==> config.mk <==
export PLATFORM = sky130hd
export DESIGN_NAME = acq_sync_ctrl
export DESIGN_NICKNAME = d
export VERILOG_FILES = /design/src/rtl/acq_sync_pkg.sv /design/src/rtl/sync_edge.sv /design/src/rtl/int_ref_gen.sv /design/src/rtl/node_div.sv /design/src/rtl/acq_sync_ctrl.sv
export SDC_FILE = /design/constraint.sdc
export NUM_CORES = 1
export LEC_CHECK = 0
export ABC_AREA = 1
export BUFFER_PORTS_ARGS = -buffer_cell sky130_fd_sc_hd__buf_2
export CAP_MARGIN = 15
export CORE_UTILIZATION = 55
export DETAILED_ROUTE_END_ITERATION = 12
export GPL_TIMING_DRIVEN = 0
export PLACE_DENSITY_LB_ADDON = 0.12
export SYNTH_ARGS = -nofsm -noshare
export SYNTH_HDL_FRONTEND = slang
export SYNTH_SLANG_ARGS = --single-unit
==> constraint.sdc <==
create_clock -name clk_i -period 4.3 [get_ports clk_i]
set_input_delay 0.215 -clock clk_i [delete_from_list [all_inputs] [get_ports clk_i]]
set_output_delay 0.215 -clock clk_i [all_outputs]
set_load 0.005 [all_outputs]
==> src/rtl/acq_sync_pkg.sv <==
package acq_sync_pkg;
  typedef enum logic [1:0] {
    ST_IDLE  = 2'd0,
    ST_ARMED = 2'd1,
    ST_RUN   = 2'd2
  } sync_state_e;

  typedef enum logic [1:0] {
    SRC_INT   = 2'd0,
    SRC_GP1   = 2'd1,
    SRC_GP2   = 2'd2,
    SRC_CHAIN = 2'd3
  } src_sel_e;

  typedef struct packed {
    src_sel_e ref_sel;
    logic     ref_fall;
    src_sel_e start_sel;
    logic     start_fall;
    logic     int_slow;
  } sync_cfg_t;

  // bit positions of the asynchronous inputs in the synchronizer vector
  localparam int unsigned IN_GP1   = 0;
  localparam int unsigned IN_GP2   = 1;
  localparam int unsigned IN_CREF  = 2;
  localparam int unsigned IN_CST   = 3;
  localparam int unsigned IN_COUNT = 4;
endpackage

==> src/rtl/sync_edge.sv <==
module sync_edge #(
  parameter int unsigned W      = 4,
  parameter int unsigned STAGES = 2
) (
  input  logic         clk_i,
  input  logic         rst_ni,
  input  logic [W-1:0] d_i,
  output logic [W-1:0] rise_o,
  output logic [W-1:0] fall_o
);
  // STAGES synchronizer flops plus one history stage
  logic [STAGES:0][W-1:0] sh_q;

  always_ff @(posedge clk_i or negedge rst_ni) begin
    if (!rst_ni) sh_q <= '0;
    else         sh_q <= {sh_q[STAGES-1:0], d_i};
  end

  assign rise_o = sh_q[STAGES-1] & ~sh_q[STAGES];
  assign fall_o = ~sh_q[STAGES-1] & sh_q[STAGES];
endmodule

==> src/rtl/int_ref_gen.sv <==
module int_ref_gen #(
  parameter int unsigned PER_FAST = 60,
  parameter int unsigned PER_SLOW = 80
) (
  input  logic clk_i,
  input  logic rst_ni,
  input  logic slow_i,
  input  logic restart_i,
  output logic tick_o
);
  localparam int unsigned PMAX = (PER_SLOW > PER_FAST) ? PER_SLOW : PER_FAST;
  localparam int unsigned CW   = $clog2(PMAX);
  localparam logic [CW-1:0] LIM_F = CW'(PER_FAST - 1);
  localparam logic [CW-1:0] LIM_S = CW'(PER_SLOW - 1);

  logic [CW-1:0] cnt_q;
  logic [CW-1:0] lim;

  assign lim = slow_i ? LIM_S : LIM_F;

  always_ff @(posedge clk_i or negedge rst_ni) begin
    if (!rst_ni)           cnt_q <= '0;
    else if (restart_i)    cnt_q <= '0;
    else if (cnt_q >= lim) cnt_q <= '0;
    else                   cnt_q <= cnt_q + 1'b1;
  end

  assign tick_o = (cnt_q == '0);

  p_restart_tick_r7: assert property (@(posedge clk_i) disable iff (!rst_ni)
    restart_i |=> tick_o);
endmodule

==> src/rtl/node_div.sv <==
module node_div #(
  parameter int unsigned DW = 16
) (
  input  logic          clk_i,
  input  logic          rst_ni,
  input  logic          clr_i,
  input  logic          ref_i,
  input  logic [DW-1:0] div_i,
  output logic          en_o
);
  logic [DW-1:0] cnt_q;
  logic          hit;

  assign hit  = (cnt_q >= div_i);
  assign en_o = ref_i & hit;

  always_ff @(posedge clk_i or negedge rst_ni) begin
    if (!rst_ni)     cnt_q <= '0;
    else if (clr_i)  cnt_q <= '0;
    else if (ref_i)  cnt_q <= hit ? '0 : cnt_q + 1'b1;
  end

  p_clr_zero_r10: assert property (@(posedge clk_i) disable iff (!rst_ni)
    clr_i |=> (cnt_q == '0));
endmodule

==> src/rtl/acq_sync_ctrl.sv <==
module acq_sync_ctrl
  import acq_sync_pkg::*;
#(
  parameter int unsigned DW       = 16,
  parameter int unsigned NODES    = 3,
  parameter int unsigned STAGES   = 2,
  parameter int unsigned PER_FAST = 60,
  parameter int unsigned PER_SLOW = 80
) (
  input  logic                clk_i,
  input  logic                rst_ni,
  input  logic                cfg_we_i,
  input  logic [1:0]          cfg_ref_sel_i,
  input  logic                cfg_ref_fall_i,
  input  logic [1:0]          cfg_start_sel_i,
  input  logic                cfg_start_fall_i,
  input  logic                cfg_int_slow_i,
  input  logic [NODES*DW-1:0] cfg_div_i,
  input  logic                sw_start_i,
  input  logic                sw_stop_i,
  input  logic                gp1_i,
  input  logic                gp2_i,
  input  logic                chain_ref_i,
  input  logic                chain_start_i,
  output logic                ref_pulse_o,
  output logic [NODES-1:0]    node_en_o,
  output logic                chain_ref_o,
  output logic                chain_start_o,
  output logic [1:0]          state_o
);
  sync_state_e               state_q, state_d;
  sync_cfg_t                 cfg_q;
  logic [NODES-1:0][DW-1:0]  div_q;
  logic [IN_COUNT-1:0]       async_v, rise_v, fall_v;
  logic [1:0]                ref_idx, st_idx;
  logic                      ref_pol, st_pol, ref_edge, st_edge;
  logic                      int_tick, ref_tick, start_fire, running;

  // configuration latch, open only while idle
  always_ff @(posedge clk_i or negedge rst_ni) begin
    if (!rst_ni) begin
      cfg_q <= '0;
      div_q <= '0;
    end else if (cfg_we_i && state_q == ST_IDLE) begin
      cfg_q <= '{ref_sel:    src_sel_e'(cfg_ref_sel_i),
                 ref_fall:   cfg_ref_fall_i,
                 start_sel:  src_sel_e'(cfg_start_sel_i),
                 start_fall: cfg_start_fall_i,
                 int_slow:   cfg_int_slow_i};
      div_q <= cfg_div_i;
    end
  end

  assign async_v = {chain_start_i, chain_ref_i, gp2_i, gp1_i};

  sync_edge #(.W(IN_COUNT), .STAGES(STAGES)) u_sync (
    .clk_i  (clk_i),
    .rst_ni (rst_ni),
    .d_i    (async_v),
    .rise_o (rise_v),
    .fall_o (fall_v)
  );

  // chained inputs always use the rising edge
  always_comb begin
    unique case (cfg_q.ref_sel)
      SRC_GP1: ref_idx = 2'(IN_GP1);
      SRC_GP2: ref_idx = 2'(IN_GP2);
      default: ref_idx = 2'(IN_CREF);
    endcase
    unique case (cfg_q.start_sel)
      SRC_GP1: st_idx = 2'(IN_GP1);
      SRC_GP2: st_idx = 2'(IN_GP2);
      default: st_idx = 2'(IN_CST);
    endcase
    ref_pol  = cfg_q.ref_fall & (cfg_q.ref_sel != SRC_CHAIN);
    st_pol   = cfg_q.start_fall & (cfg_q.start_sel != SRC_CHAIN);
    ref_edge = ref_pol ? fall_v[ref_idx] : rise_v[ref_idx];
    st_edge  = (cfg_q.start_sel != SRC_INT) &&
               (st_pol ? fall_v[st_idx] : rise_v[st_idx]);
    ref_tick = (cfg_q.ref_sel == SRC_INT) ? int_tick : ref_edge;
  end

  always_comb begin
    state_d    = state_q;
    start_fire = 1'b0;
    if (sw_stop_i) begin
      state_d = ST_IDLE;
    end else begin
      unique case (state_q)
        ST_IDLE:
          if (sw_start_i) begin
            if (cfg_q.start_sel == SRC_INT) begin
              state_d    = ST_RUN;
              start_fire = 1'b1;
            end else begin
              state_d = ST_ARMED;
            end
          end
        ST_ARMED:
          if (st_edge) begin
            state_d    = ST_RUN;
            start_fire = 1'b1;
          end
        default: ;
      endcase
    end
  end

  always_ff @(posedge clk_i or negedge rst_ni) begin
    if (!rst_ni) state_q <= ST_IDLE;
    else         state_q <= state_d;
  end

  int_ref_gen #(.PER_FAST(PER_FAST), .PER_SLOW(PER_SLOW)) u_gen (
    .clk_i     (clk_i),
    .rst_ni    (rst_ni),
    .slow_i    (cfg_q.int_slow),
    .restart_i (start_fire),
    .tick_o    (int_tick)
  );

  assign running     = (state_q == ST_RUN);
  assign ref_pulse_o = running & ref_tick;

  for (genvar g = 0; g < NODES; g++) begin : g_node
    node_div #(.DW(DW)) u_div (
      .clk_i  (clk_i),
      .rst_ni (rst_ni),
      .clr_i  (start_fire | sw_stop_i),
      .ref_i  (ref_pulse_o),
      .div_i  (div_q[g]),
      .en_o   (node_en_o[g])
    );
  end

  assign chain_ref_o   = ref_pulse_o;
  assign chain_start_o = running;
  assign state_o       = state_q;

  p_gated_ref_r6: assert property (@(posedge clk_i) disable iff (!rst_ni)
    (state_q != ST_RUN) |-> !ref_pulse_o);
  p_first_tick_r6: assert property (@(posedge clk_i) disable iff (!rst_ni)
    ($rose(state_q == ST_RUN) && cfg_q.ref_sel == SRC_INT) |-> ref_pulse_o);
  p_en_in_run_r8: assert property (@(posedge clk_i) disable iff (!rst_ni)
    (node_en_o != '0) |-> (state_q == ST_RUN));
  p_stop_idle_r10: assert property (@(posedge clk_i) disable iff (!rst_ni)
    sw_stop_i |=> (state_q == ST_IDLE));
  p_cfg_frozen_r11: assert property (@(posedge clk_i) disable iff (!rst_ni)
    (state_q != ST_IDLE) |=> ($stable(cfg_q) && $stable(div_q)));
  p_armed_ext_r4: assert property (@(posedge clk_i) disable iff (!rst_ni)
    (state_q == ST_ARMED) |-> (cfg_q.start_sel != SRC_INT));
endmodule

==> results.md <==
- Run status: complete, no violations
- # setup viols final: 0
- Leading area contributor after synthesis: dfrtp_1
- Largest net degree at the start of global routing: 94
- Worst skew pair latency: 0.42 ns
- Clock Power Share: 0.293
- Hold depth: 2
- Drt initial violations: between 400 and 500
- Synth Cell Area: 7590 um2
- CTS Sinks: between 100 and 150
- Synth cell count leaders: 157 x nand2_1, 153 x nor2_1, 137 x nand3_1
- Sequential power share: 0.344
- Chip height: 119 um
- Top-level I/O count: 72
- Slew Limit Fails: 0
- Comb power frac: 0.363
- Worst-path clk slew: 0.05 ns
- Final min period: 2.92 ns
- Detailed placer's ending HPWL: 12.6 mm
- Routed vias: 6,599
- CTS root buf: clkbuf_16
- Final Hold Viols: 0
- GRT Total Usage: 0.268
- Yosys top cell area share: 0.409
- Post-Syn Area per Cell: 7.91 um2
- Synth warn: 0
- FP Rows: 42
- Crit share post-route: 0.679
- Startpoint types: flip-flop
- Tightest Pin Transition: around 0.63 ns
- Min-delay src: cfg_div_i[16]
- Share of flip-flops with an asynchronous set or reset: 1.00
- Max Cap Violations: 0
- Drt first pass iters: 5
- Fin Clk Skew: 0.00839 ns
- Initial antenna violation count: 0
- RSZ-0062 raised after global routing: false
- TritonCTS clock tree: done
- Crit Reg-Reg Endpoint: g_node[2].u_div.cnt_q[1]
- WHS Endpoint: div_q[16]
- Layout cells sized above 1: 0.148
- Total grt overflow: 0
- CTS buffer count: 17
- H-tree lvl count: 4
- Flop2flop setup slack: 2.12 ns
- Synth area leaders: dfrtp_1 41%, ha_1 10%, nand3_1 9.0%
- Vias in the first global route: between 6,000 and 7,000
- Clock buffer depth: 2
- Crit end category: output port
- Kind of critical path: flip-flop to output port
- Worst reg2reg path startpoint: cfg_q[5]
- DRT antenna net count: 0
- Cell count after synthesis: 960
- Switching power total: 1.77 mW
- Peak supply drop: 0.000312 V
- Worst path arrival time: 2.71 ns
- Worst-path fanout max: 10
- Distinct cells, synth: 38
- Pint: about 2.9 mW
- Via-to-Cell Ratio: ~5.3
- CTS resizes: 0
- Die width: 119 um
- Switching Share: 0.378
- Area Growth Syn to Fin: 16.1%
- DRC violation count after routing: 0
- Routability congestion estimate: about 0.86
- Final nets: 1,183
- Drt wl/cell: 14.1 um
- Setup TNS: 0 ns
- Hold Crit Class: primary input to flip-flop
- Required @ worst endpoint: between 4 and 5 ns
- Full die area: roughly 14,000 um2
- Slew headroom: 0.583
- Number of diodes: 0
- EDFF count, synth: 0
- Ys flop type: dfrtp_1
- Synth Register Bits: 124
- Sequential fraction of the synthesis area: 0.409
- PD cells: 530 nW/um2
- P_leak: 4.58 nW
- Core area: ~13,000 um2
- Starting Density: 0.569
- First-pass GRT wire length: 30.3 mm
- Finished Core Util: 0.660
- Reg2reg path depth: 11
- Most frequent cell after synthesis: nand2_1
- Port buffer count: 71
- Syn Nets: around 1,100
- WL final: 17.6 mm
- Total power: 4.67 mW
- Fmax: 0.342 GHz
==> sequential cells by signal, indices dropped and copies added (netlist names) <==
| register | flops |
|---|---|
| div_q | 48 |
| u_sync.sh_q | 12 |
| state_o | 2 |
| u_gen.cnt_q | 7 |
| cfg_q | 7 |
| g_node.u_div.cnt_q | 48 |
==> critical path: stages (launching register included) <==
cell and delay [ns]:
dfrtp_1 0.38, inv_1 0.11, ha_1 0.28, inv_2 0.09, nand3_1 0.11, nand3_1 0.10
nand3b_1 0.11, nand3b_2 0.11, nand3_1 0.27, buf_2 0.36, a31oi_1 0.10, buf_4 0.15
buf_2 0.11
==> per-layer routing <==
layer  vias to the layer above  GRT usage  part of all wire
met5                         -          0                 0
met4                         0     0.0727             0.012
met3                        21     0.0522             0.040
met2                       140      0.440              0.48
met1                      3111      0.361              0.47
li1                       3327          -                 -
==> repair_timing <==
item | CTS | global route
buffers inserted | 0 | 0
hold buffers | 5 | 0
endpoints found under the hold margin | 35 | 0
==> area by class of cell <==
| type | count | area, um2 |
|---|---|---|
| clock buffers | 20 | 437 |
| repair buffers | 77 | 439 |
| flip-flops and latches | 124 | 3100 |
| fillers | 1176 | 4540 |
| plain buffers | 38 | 233 |
| inverters | 105 | 394 |
| well taps | 176 | 220 |
| clock inverters | 12 | 124 |
| multi-input cells | 693 | 3860 |
==> cells by family (layout without fill, tap and decap cells) <==
logic type | Yosys count | after routing | synth area share
DFF | 124 | 124 | 0.409
buffers and inverters | 143 | 252 | 0.0826
and+or+nand+nor | 489 | 489 | 0.287
xor gates and xnor gates | 37 | 37 | 0.0427
adders and majority gates | 63 | 63 | 0.104
AOI/OAI and AO/OA | 101 | 101 | 0.0704
muxes | 3 | 3 | 0.00445
==> metrics by stage <==
step	cell area, um2	instances	setup WS, ns	hold WS, ns
3_5_place_dp	8200	1208	1.85	0.122
5_1_grt	8810	1245	1.20	0.0345
4_1_cts	8810	1245	1.36	0.0185
6_report	8810	1245	1.38	0.0294
2_1_floorplan	7590	960	2.49	-0.0806
3_3_place_gp	8170	1207	1.36	0.323
==> how the worst max path moves through the flow <==
| stage | slack [ns] | end | start | depth (start not counted) |
|---|---|---|---|---|
| global route | 1.20 | node_en_o[1] | cfg_q[5] | 12 |
| CTS | 1.36 | node_en_o[0] | cfg_q[5] | 12 |
| finish | 1.38 | node_en_o[0] | cfg_q[5] | 12 |
| floorplan | 2.49 | node_en_o[0] | cfg_q[6] | 8 |
| detailed placement | 1.85 | node_en_o[0] | cfg_q[5] | 12 |
| global placement | 1.36 | div_q[23] | rst_ni | 1 |
==> power groups by stage <==
stage	logic, mW	clock network [mW]	registers [mW]
floorplan	1.24	0	1.59
global placement	1.64	0	1.61
finish	1.70	1.37	1.61
CTS	1.71	1.39	1.61
global route	1.96	1.43	1.64
detailed placement	1.69	0	1.62
==> cell usage in the layout (no fill, tap or decap), drive strengths merged, types with 6 or more instances in the layout <==
cell and count:
nand2 159, nor2 157, nand3 148, dfrtp 124, inv 105, buf 104, a21oi 75, ha 63
clkbuf 26, xor2 24, o21ai 14, nand4 13, xnor2 13, nor3 8, clkinv 6
Power figures use the tool's default switching activity.
